`config.mk`:
```
export PLATFORM = sky130hd
export DESIGN_NAME = lnk_replay_tx
export DESIGN_NICKNAME = d
export VERILOG_FILES = /design/src/rtl/lrt_pkg.sv /design/src/rtl/lrt_crc.sv /design/src/rtl/lrt_store.sv /design/src/rtl/lrt_ctrl.sv /design/src/rtl/lnk_replay_tx.sv
export SDC_FILE = /design/constraint.sdc
export NUM_CORES = 1
export LEC_CHECK = 0
export BUFFER_PORTS_ARGS = -buffer_cell sky130_fd_sc_hd__buf_2
export CAP_MARGIN = 20
export CORE_MARGIN = 3
export CORE_UTILIZATION = 37
export CTS_BUF_LIST = sky130_fd_sc_hd__clkbuf_4 sky130_fd_sc_hd__clkbuf_8 sky130_fd_sc_hd__clkbuf_16
export DETAILED_ROUTE_END_ITERATION = 12
export GPL_TIMING_DRIVEN = 0
export SLEW_MARGIN = 0
export SYNTH_ARGS = -nofsm -noshare
export SYNTH_HDL_FRONTEND = slang
export SYNTH_SLANG_ARGS = --single-unit
```
`constraint.sdc`:
```
create_clock -name clk_i -period 24.1 [get_ports clk_i]
set_clock_uncertainty 0.15 [all_clocks]
set_input_delay 4.82 -clock clk_i [delete_from_list [all_inputs] [get_ports clk_i]]
set_output_delay 4.82 -clock clk_i [all_outputs]
set_load 0.02 [all_outputs]
```
`src/rtl/lrt_pkg.sv`:
```
package lrt_pkg;
  localparam int unsigned SEQ_W     = 12;
  localparam int unsigned SEQ_FLD_W = 16;
  localparam int unsigned CRC_W     = 32;
  localparam logic [CRC_W-1:0] CRC_POLY = 32'h04C11DB7;
  localparam int unsigned SEQ_CAP   = 2048;
  typedef logic [SEQ_W-1:0] seq_t;
endpackage

```
`src/rtl/lrt_crc.sv`:
```
module lrt_crc #(
  parameter int unsigned IN_W = 48
) (
  input  logic [IN_W-1:0]             msg_i,
  output logic [lrt_pkg::CRC_W-1:0]   crc_o
);
  logic [lrt_pkg::CRC_W-1:0] c;
  logic                      fb;

  // bit-serial recurrence unrolled, msb first, no reflection, no final xor
  always_comb begin
    c  = '1;
    fb = 1'b0;
    for (int i = IN_W - 1; i >= 0; i--) begin
      fb = c[lrt_pkg::CRC_W-1] ^ msg_i[i];
      c  = {c[lrt_pkg::CRC_W-2:0], 1'b0};
      if (fb) c = c ^ lrt_pkg::CRC_POLY;
    end
    crc_o = c;
  end
endmodule

```
`src/rtl/lrt_store.sv`:
```
module lrt_store #(
  parameter int unsigned DEPTH = 8,
  parameter int unsigned PKT_W = 32,
  localparam int unsigned AW   = $clog2(DEPTH)
) (
  input  logic             clk_i,
  input  logic             wr_en_i,
  input  logic [AW-1:0]    wr_idx_i,
  input  logic [PKT_W-1:0] wr_data_i,
  input  logic [AW-1:0]    rd_idx_i,
  output logic [PKT_W-1:0] rd_data_o
);
  logic [PKT_W-1:0] mem_q [DEPTH];

  always_ff @(posedge clk_i) begin
    if (wr_en_i) mem_q[wr_idx_i] <= wr_data_i;
  end

  assign rd_data_o = mem_q[rd_idx_i];
endmodule

```
`src/rtl/lrt_ctrl.sv`:
```
module lrt_ctrl
  import lrt_pkg::*;
#(
  parameter int unsigned DEPTH = 8,
  parameter int unsigned TMR_W = 16
) (
  input  logic             clk_i,
  input  logic             rst_ni,
  input  logic [TMR_W-1:0] timeout_i,
  input  logic             up_valid_i,
  output logic             up_ready_o,
  output logic             dn_valid_o,
  input  logic             dn_ready_i,
  input  logic             fb_valid_i,
  input  logic             fb_nak_i,
  input  seq_t             fb_seq_i,
  output logic             replay_o,
  output logic             push_o,
  output seq_t             wr_seq_o,
  output seq_t             rd_seq_o
);
  localparam int unsigned LIMIT = (DEPTH < SEQ_CAP) ? DEPTH : SEQ_CAP;
  localparam seq_t LIMIT_S = seq_t'(LIMIT);
  localparam seq_t ONE     = seq_t'(1);

  seq_t next_q, ack_q, rp_q;
  logic replay_q;
  logic [TMR_W-1:0] tmr_q;

  seq_t out_cnt, fb_dist, ack_nx, next_nx, rp_nx;
  logic fb_ok, rel, can_push, push, pop, fire, restart, replay_nx;
  logic [TMR_W-1:0] tmr_nx;

  always_comb begin
    out_cnt    = next_q - ack_q - ONE;
    fb_dist    = fb_seq_i - ack_q;
    fb_ok      = fb_valid_i && (fb_dist <= out_cnt);
    rel        = fb_ok && (fb_dist != '0);
    ack_nx     = fb_ok ? fb_seq_i : ack_q;
    can_push   = out_cnt < LIMIT_S;
    up_ready_o = !replay_q && dn_ready_i && can_push;
    dn_valid_o = replay_q || (up_valid_i && can_push);
    push       = up_valid_i && up_ready_o;
    pop        = replay_q && dn_ready_i;
    next_nx    = next_q + seq_t'(push);
    fire       = !replay_q && (timeout_i != '0) && (out_cnt != '0) && (tmr_q >= timeout_i);
    restart    = (fb_ok && fb_nak_i) || fire;
    rp_nx      = pop ? rp_q + ONE : rp_q;
    if (restart) rp_nx = ack_nx + ONE;
    // an acknowledge may overtake the replay pointer: skip released entries
    else if ((rp_nx - ack_nx - ONE) > (next_nx - ack_nx - ONE)) rp_nx = ack_nx + ONE;
    replay_nx  = (restart || replay_q) && (rp_nx != next_nx);
    if (replay_q || (out_cnt == '0) || rel || restart || (timeout_i == '0)) tmr_nx = '0;
    else tmr_nx = tmr_q + 1'b1;
  end

  always_ff @(posedge clk_i or negedge rst_ni) begin
    if (!rst_ni) begin
      next_q   <= '0;
      ack_q    <= '1;
      rp_q     <= '0;
      replay_q <= 1'b0;
      tmr_q    <= '0;
    end else begin
      next_q   <= next_nx;
      ack_q    <= ack_nx;
      rp_q     <= rp_nx;
      replay_q <= replay_nx;
      tmr_q    <= tmr_nx;
    end
  end

  assign replay_o = replay_q;
  assign push_o   = push;
  assign wr_seq_o = next_q;
  assign rd_seq_o = rp_q;

  assert_no_overflow_R4: assert property (@(posedge clk_i) disable iff (!rst_ni)
    out_cnt <= LIMIT_S);
  assert_no_growth_R5: assert property (@(posedge clk_i) disable iff (!rst_ni)
    !push |=> out_cnt <= $past(out_cnt));
  assert_stall_replay_R6: assert property (@(posedge clk_i) disable iff (!rst_ni)
    replay_q |-> !up_ready_o);
  assert_seq_frozen_R7: assert property (@(posedge clk_i) disable iff (!rst_ni)
    replay_q |=> next_q == $past(next_q));
endmodule

```
`src/rtl/lnk_replay_tx.sv`:
```
module lnk_replay_tx
  import lrt_pkg::*;
#(
  parameter int unsigned PKT_BYTES = 4,
  parameter int unsigned DEPTH     = 8,
  parameter int unsigned TMR_W     = 16,
  localparam int unsigned PKT_W    = 8 * PKT_BYTES,
  localparam int unsigned MSG_W    = SEQ_FLD_W + PKT_W,
  localparam int unsigned FRM_W    = MSG_W + CRC_W
) (
  input  logic             clk_i,
  input  logic             rst_ni,
  input  logic [TMR_W-1:0] timeout_i,
  input  logic             up_valid_i,
  output logic             up_ready_o,
  input  logic [PKT_W-1:0] up_data_i,
  output logic             dn_valid_o,
  input  logic             dn_ready_i,
  output logic [FRM_W-1:0] dn_data_o,
  input  logic             fb_valid_i,
  input  logic             fb_nak_i,
  input  logic [SEQ_W-1:0] fb_seq_i
);
  localparam int unsigned AW = $clog2(DEPTH);

  logic replay, push;
  seq_t wr_seq, rd_seq, out_seq;
  logic [PKT_W-1:0] rd_data, out_pay;
  logic [MSG_W-1:0] msg;
  logic [CRC_W-1:0] crc;

  lrt_ctrl #(.DEPTH(DEPTH), .TMR_W(TMR_W)) u_ctrl (
    .clk_i      (clk_i),
    .rst_ni     (rst_ni),
    .timeout_i  (timeout_i),
    .up_valid_i (up_valid_i),
    .up_ready_o (up_ready_o),
    .dn_valid_o (dn_valid_o),
    .dn_ready_i (dn_ready_i),
    .fb_valid_i (fb_valid_i),
    .fb_nak_i   (fb_nak_i),
    .fb_seq_i   (fb_seq_i),
    .replay_o   (replay),
    .push_o     (push),
    .wr_seq_o   (wr_seq),
    .rd_seq_o   (rd_seq)
  );

  lrt_store #(.DEPTH(DEPTH), .PKT_W(PKT_W)) u_store (
    .clk_i     (clk_i),
    .wr_en_i   (push),
    .wr_idx_i  (wr_seq[AW-1:0]),
    .wr_data_i (up_data_i),
    .rd_idx_i  (rd_seq[AW-1:0]),
    .rd_data_o (rd_data)
  );

  assign out_seq = replay ? rd_seq : wr_seq;
  assign out_pay = replay ? rd_data : up_data_i;
  assign msg     = {{(SEQ_FLD_W-SEQ_W){1'b0}}, out_seq, out_pay};

  lrt_crc #(.IN_W(MSG_W)) u_crc (
    .msg_i (msg),
    .crc_o (crc)
  );

  assign dn_data_o = {msg, crc};

  assert_replay_hold_R6: assert property (@(posedge clk_i) disable iff (!rst_ni)
    (replay && !dn_ready_i && !fb_valid_i) |=> $stable(dn_data_o) && dn_valid_o);
endmodule

```
Word-level counts from Yosys, hierarchy flattened
Memory sizes are Yosys's and may differ from the RTL's.
Cells that the tools add are included.
- magnitude comparators: 4
- $add $sub $neg: 11
- bitwise operators: 86
- reduce and logical (&&, ||, !) cells: 25
- equal/unequal tests: 1
- multiplexer cells: 53
- operators by type and width (cell ; number):
    27-bit two-way mux ; 44
    14-bit inverter ; 43
    12-bit two-way mux ; 5
    12-bit subtractor ; 4
    1-bit bitwise XOR ; 38
    12-bit by 1-bit subtractor with 12-bit output (second input constant) ; 3
    32-bit two-way mux ; 1
    12-bit by 1-bit adder with 12-bit output (second input constant) ; 2
    12-bit nonzero test ; 2
    16-bit by 1-bit adder with 16-bit output (second input constant) ; 1
    16-bit >= comparator ; 1
    16-bit zero test ; 1
    16-bit two-way mux ; 1
    16-bit nonzero test ; 1
    12-bit by 1-bit adder with 12-bit output ; 1
    12-bit greater-than comparator ; 1
    12-bit <= comparator ; 1
    1-bit logical AND ; 12
    12-bit zero test ; 1
    12-bit by 4-bit less-than comparator with 1-bit output (second input constant) ; 1
    12-bit != test ; 1
    1-bit logical OR ; 7
    1-bit bitwise XOR (first input constant) ; 5
    1-bit two-way mux ; 2
    1-bit zero test ; 1
- bits in writable memories: 256
- word-level logic and storage cells: 186
- memories: 1
- input bits: 66
- flip-flop bits (word level): 53
- output and inout bits: 82
- memories (name ; words ; bits a word ; read ports ; clocked after Yosys merged registers in ; wr ports ; line ; text):
    u_store.mem_q ; 8 ; 32 ; 1 ; 0 ; 1 ; lrt_store.sv:13 ; logic [PKT_W-1:0] mem_q [DEPTH];

Depth between registers and ports, before layout
- depth after elaboration: 88
- depth in mapped cells: 52
- mapped depth without buffers: 49

Cells and area by module
From an unflattened synthesis, not the netlist that was laid out.
- cell total of the unflattened synthesis: 1647
- area, all modules: 22361.4 um^2
- modules (own cells, without submodules) (module ; area each (um^2) ; cells each ; instances):
    lrt_store ; 9825.7 ; 383 ; 1
    lrt_ctrl ; 6663.9 ; 829 ; 1
    lrt_crc ; 5101.1 ; 381 ; 1
    lnk_replay_tx ; 770.7 ; 54 ; 1

Least setup slack after synthesis
OpenSTA, ideal clock, no wires.
- path kind: input to output
- from: input up_data_i[27]
- to: output dn_data_o[11]
- stages: 15
- arrival: 8.732 ns
- setup slack: 10.398 ns
- buffers on the path: 0
- cells stage by stage: a221oi_2 > inv_1 > xnor2_1 > xnor3_1 > xnor2_1 > xnor2_1 > xnor2_1 > xnor2_2 > xnor2_1 > xnor2_2 > xor2_1 > xor2_2 > inv_2 > xnor2_4 > xnor3_1
- elaborated cells between the ends (all ways): 65
- those cells by class: mux (29); bitwise (36)
- RTL lines (item ; line ; text):
    from (decl) ; lnk_replay_tx.sv:16 ; input logic [PKT_W-1:0] up_data_i,
    32-bit two-way mux * ; lnk_replay_tx.sv:59 ; assign out_pay = replay ? rd_data : up_data_i;
    named net dn_data_o[59] ; lnk_replay_tx.sv:19 ; output logic [FRM_W-1:0] dn_data_o,
    1-bit bitwise XOR * ; lrt_crc.sv:15 ; fb = c[lrt_pkg::CRC_W-1] ^ msg_i[i];
    27-bit two-way mux * ; lrt_crc.sv:17 ; if (fb) c = c ^ lrt_pkg::CRC_POLY;
    27-bit two-way mux ; lrt_crc.sv:17 ;
    14-bit inverter (no source line) ; - ;
    27-bit two-way mux ; lrt_crc.sv:17 ;
    14-bit inverter (no source line) ; - ;
    [19 not listed] ; - ;
    27-bit two-way mux ; lrt_crc.sv:17 ;
    14-bit inverter (no source line) ; - ;
    27-bit two-way mux (3 in a row) ; lrt_crc.sv:17 ;
    14-bit inverter (no source line) ; - ;
    27-bit two-way mux * ; lrt_crc.sv:17 ;
    1-bit bitwise XOR * ; lrt_crc.sv:15 ;
    named net u_crc.fb ; lrt_crc.sv:8 ; logic fb;
    27-bit two-way mux * ; lrt_crc.sv:17 ;
    to (decl) ; lnk_replay_tx.sv:19 ;
Mark *: on every way through the listed nets, which the timed path passes. The rest lies on a longest branch.

Worst setup path in the final report
- from: input fb_seq_i[1]
- to: register u_ctrl.replay_q (netlist: u_ctrl.replay_o)
- longest elaborated chain between the ends: 11
- elaborated cells between the ends (all ways): 17
- those cells by class: add/sub (6); order compare (2); eq/ne (1); mux (3); reduce/logical (5)
- ends and longest elaborated chain (item ; line ; text):
    from (decl) ; lnk_replay_tx.sv:22 ; input logic [SEQ_W-1:0] fb_seq_i
    12-bit subtractor ; lrt_ctrl.sv:36 ; fb_dist = fb_seq_i - ack_q;
    12-bit <= comparator ; lrt_ctrl.sv:37 ; fb_ok = fb_valid_i && (fb_dist <= out_cnt);
    1-bit logical AND ; lrt_ctrl.sv:37 ;
    12-bit two-way mux * ; lrt_ctrl.sv:39 ; ack_nx = fb_ok ? fb_seq_i : ack_q;
    named net u_ctrl.ack_nx[1] ; lrt_ctrl.sv:30 ; seq_t out_cnt, fb_dist, ack_nx, next_nx, rp_nx;
    12-bit subtractor ; lrt_ctrl.sv:51 ; else if ((rp_nx - ack_nx - ONE) > (next_nx - ack_nx - ONE)) rp_nx = ack_nx + ONE;
    12-bit by 1-bit subtractor with 12-bit output ; lrt_ctrl.sv:51 ;
    12-bit greater-than comparator ; lrt_ctrl.sv:51 ;
    12-bit two-way mux ; lrt_ctrl.sv:51 ;
    12-bit two-way mux * ; lrt_ctrl.sv:49 ; if (restart) rp_nx = ack_nx + ONE;
    12-bit != test * ; lrt_ctrl.sv:52 ; replay_nx = (restart || replay_q) && (rp_nx != next_nx);
    1-bit logical AND * ; lrt_ctrl.sv:52 ;
    named net u_ctrl.replay_nx ; lrt_ctrl.sv:31 ; logic fb_ok, rel, can_push, push, pop, fire, restart, replay_nx;
    to (signal assigned) ; lrt_ctrl.sv:68 ; replay_q <= replay_nx;
    to (decl) ; lrt_ctrl.sv:27 ; logic replay_q;
Marked as above.

==> reports/results.ini <==
[worst_hold_path]
worstHoldStart = u_ctrl.tmr_q[0]
whs_path_depth = 1
hold_path_end = u_ctrl.tmr_q[0]
hold_class = reg2reg

[job]
max-cap-violations = 0

[clock_tree]
cts_tree = built
root_buffer = clkbuf_16
clock_path_buffers = 3
postCtsSetupBuffers = 0
clock_latency_ns = 0.56
cts-resized-gates = 0
clk_pin_slew_ns = 0.06
cts_hold_buf = 0
clkSinkCount = 309
cts_buffers = 35
cts_max_level = 2

[worst_setup_path]
crit_type = in2reg
cp_max_fo = 10
crit_start = fb_seq_i[1]
critPathLaunchType = primary input
rr_worst_depth = 45
r2r_start = u_ctrl.wr_seq_o[1]
path_common_cell = a21o_1
slowest_delay_ns = 0.52
crit_required_ns = 24.39
crit_path_end_kind = flip-flop
timing.rr.end = u_ctrl.replay_o
critPathSlowestCell = clkbuf_1
arrival_ns = 15.64
reg2reg_slack_ns = 12.44

[timing]
rsz0062_at_grt = false
fin_crit_sh_pct = 63.7
hold_violations = 0
fin_setup_tns_ns = 0
min_period_ns = 15.35
slew-limit-headroom_pct = 30.9
maxClockFrequency_mhz = 65.1
final_max_slew_viol_count = 0
fin_ws_ns = 8.75
finalSetupViolations = 0
worstMarginPinSlew_ns = 1.04

[synth]
synth.area.top_cells = edfxtp_1 (39%), xnor2_1 (13%), mux4_2 (6.8%)
synthCells = 1544
ys_ff_latch = 309
yosysMostFrequentCell = xnor2_1
synth.top_cell.area_share_pct = 38.5
synth.distinct_cells = 69
synth_edf_count = 256
avgSynthCellArea_sq_um = 12.9
synthFlopType = edfxtp_1
synth_top_area_cell = edfxtp_1
yosysSeqAreaShare_pct = 45.2
synth_area_sq_um = 20000
yosys_warnings = 0
ys_async_sr_fraction_pct = 17.2
synthTopCellsByCount = xnor2_1 (291), edfxtp_1 (256), xor2_1 (111), ha_1 (89)

[floorplan]
rows = 84
dieHeight_microns = 238
fp.dieW_microns = 238
pin_count = 148
die_area_sq_um = 56800
core-area_sq_um = 53000
initial_core_util_pct = 37.7

[finish]
area_growth_pct = 15.0
fin_nets = 1899
multi_input_area_sq_um = 10400
n_antenna_cell = 0
drive_gt1_share_pct = 23.5
final.fill_count = 4939
seqCellArea_sq_um = 9030
instances_no_fill = 2454
fin_util_pct = 43.3

[place]
hpwl_mm = 40.0
dpl.cell_count = 2391
dp_slack_ns = 8.10
portBuffers = 143
place_congestion = 0.821

[route]
totalWireLength_mm = 51.4
via_count = 12327
vias_per_cell = 5.02
wl_per_cell_microns = 21.0
drc_errors = 0
drtAntennaViolNets = 0
drt-initial-drc-count = 714
dr.pass1.iters = 5

[global_route]
grt_pass1_wl_mm = 78.4
grt_pass1_vias = 12816
grt_max_degree = 38
grt_antenna_before_repair = 7
grt_use_total_pct = 18.2
overflow = 0

[outcome]
status = finished clean

layout make-up:
| type | count | share of cell area, % |
|---|---|---|
| buffer | 59 | 1.36 |
| clock buffer | 43 | 4.18 |
| clock inverter | 20 | 0.638 |
| inverter | 85 | 1.39 |
| multi-input combinational | 1094 | 45.2 |
| sequential | 309 | 39.3 |
| tap | 688 | 3.75 |
| timing repair buffer | 156 | 4.15 |
critical path: cells and delay by family:
family                   cells  cell delay (ns)
buffers and inverters        8             2.08
AO/OA/AOI/OAI               24             5.30
multiplexers                 1             0.41
AND/OR/NAND/NOR             11             1.60
adder cells (fa/ha/maj)      4             1.17
XOR/XNOR                     2             0.21
per-stage QoR:
stage	hold slack [ns]	area (sq um)
finish	0.371	23000
global route	0.409	23000
CTS	0.370	23000
detailed placement	0.362	21800
global placement	0.360	21600
floorplan	0.324	20000
cells in the final DEF, fill, tap and decap left out, drive strengths merged, types with 41 or more instances in the layout:
master	Yosys	layout
xnor2	335	335
edfxtp	256	256
clkbuf	15	58
inv	85	88
a21oi	75	75
ha	89	89
xor2	124	124
mux4	61	61
nor2	83	83
buf	44	200
a21o	47	47
dfrtp	41	41
mux2i	55	55
how the worst max path moves through the flow:
| stage | to | slack (ns) | cells after the start |
|---|---|---|---|
| 2_1_floorplan | dn_data_o[11] | 10.40 | 15 |
| 3_3_place_gp | u_ctrl.replay_o | 8.25 | 49 |
| 3_5_place_dp | u_ctrl.replay_o | 8.10 | 49 |
| 4_1_cts | u_ctrl.replay_o | 8.69 | 49 |
| 5_1_grt | u_ctrl.replay_o | 8.04 | 49 |
| 6_report | u_ctrl.replay_o | 8.75 | 50 |
per-layer routing:
metal | wire [microns] | GRT usage (%)
met5 | 65 | 0
met4 | 1190 | 5.11
met3 | 2290 | 2.84
met2 | 24800 | 30.7
met1 | 23100 | 24.5
flip-flops by register name (all words and copies together), names as in the netlist:
name,flops
u_store.mem_q,256
u_ctrl.tmr_q,16
u_ctrl.ack_q,12
u_ctrl.rd_seq_o,12
u_ctrl.wr_seq_o,12
u_ctrl.replay_o,1
kinds of logic after synthesis:
kind of cell,Yosys count,share of synthesized area [%]
xor+xnor,465,23.8
flops,309,45.2
simple gates,218,5.21
compound gates,182,5.95
buf+inv,144,3.16
mux,132,10.7
fa+ha+maj,93,5.98
other cells,1,0.0188
Power is not shown: default switching activity piles up to over one toggle a cycle in this logic, so the estimate is an artifact.
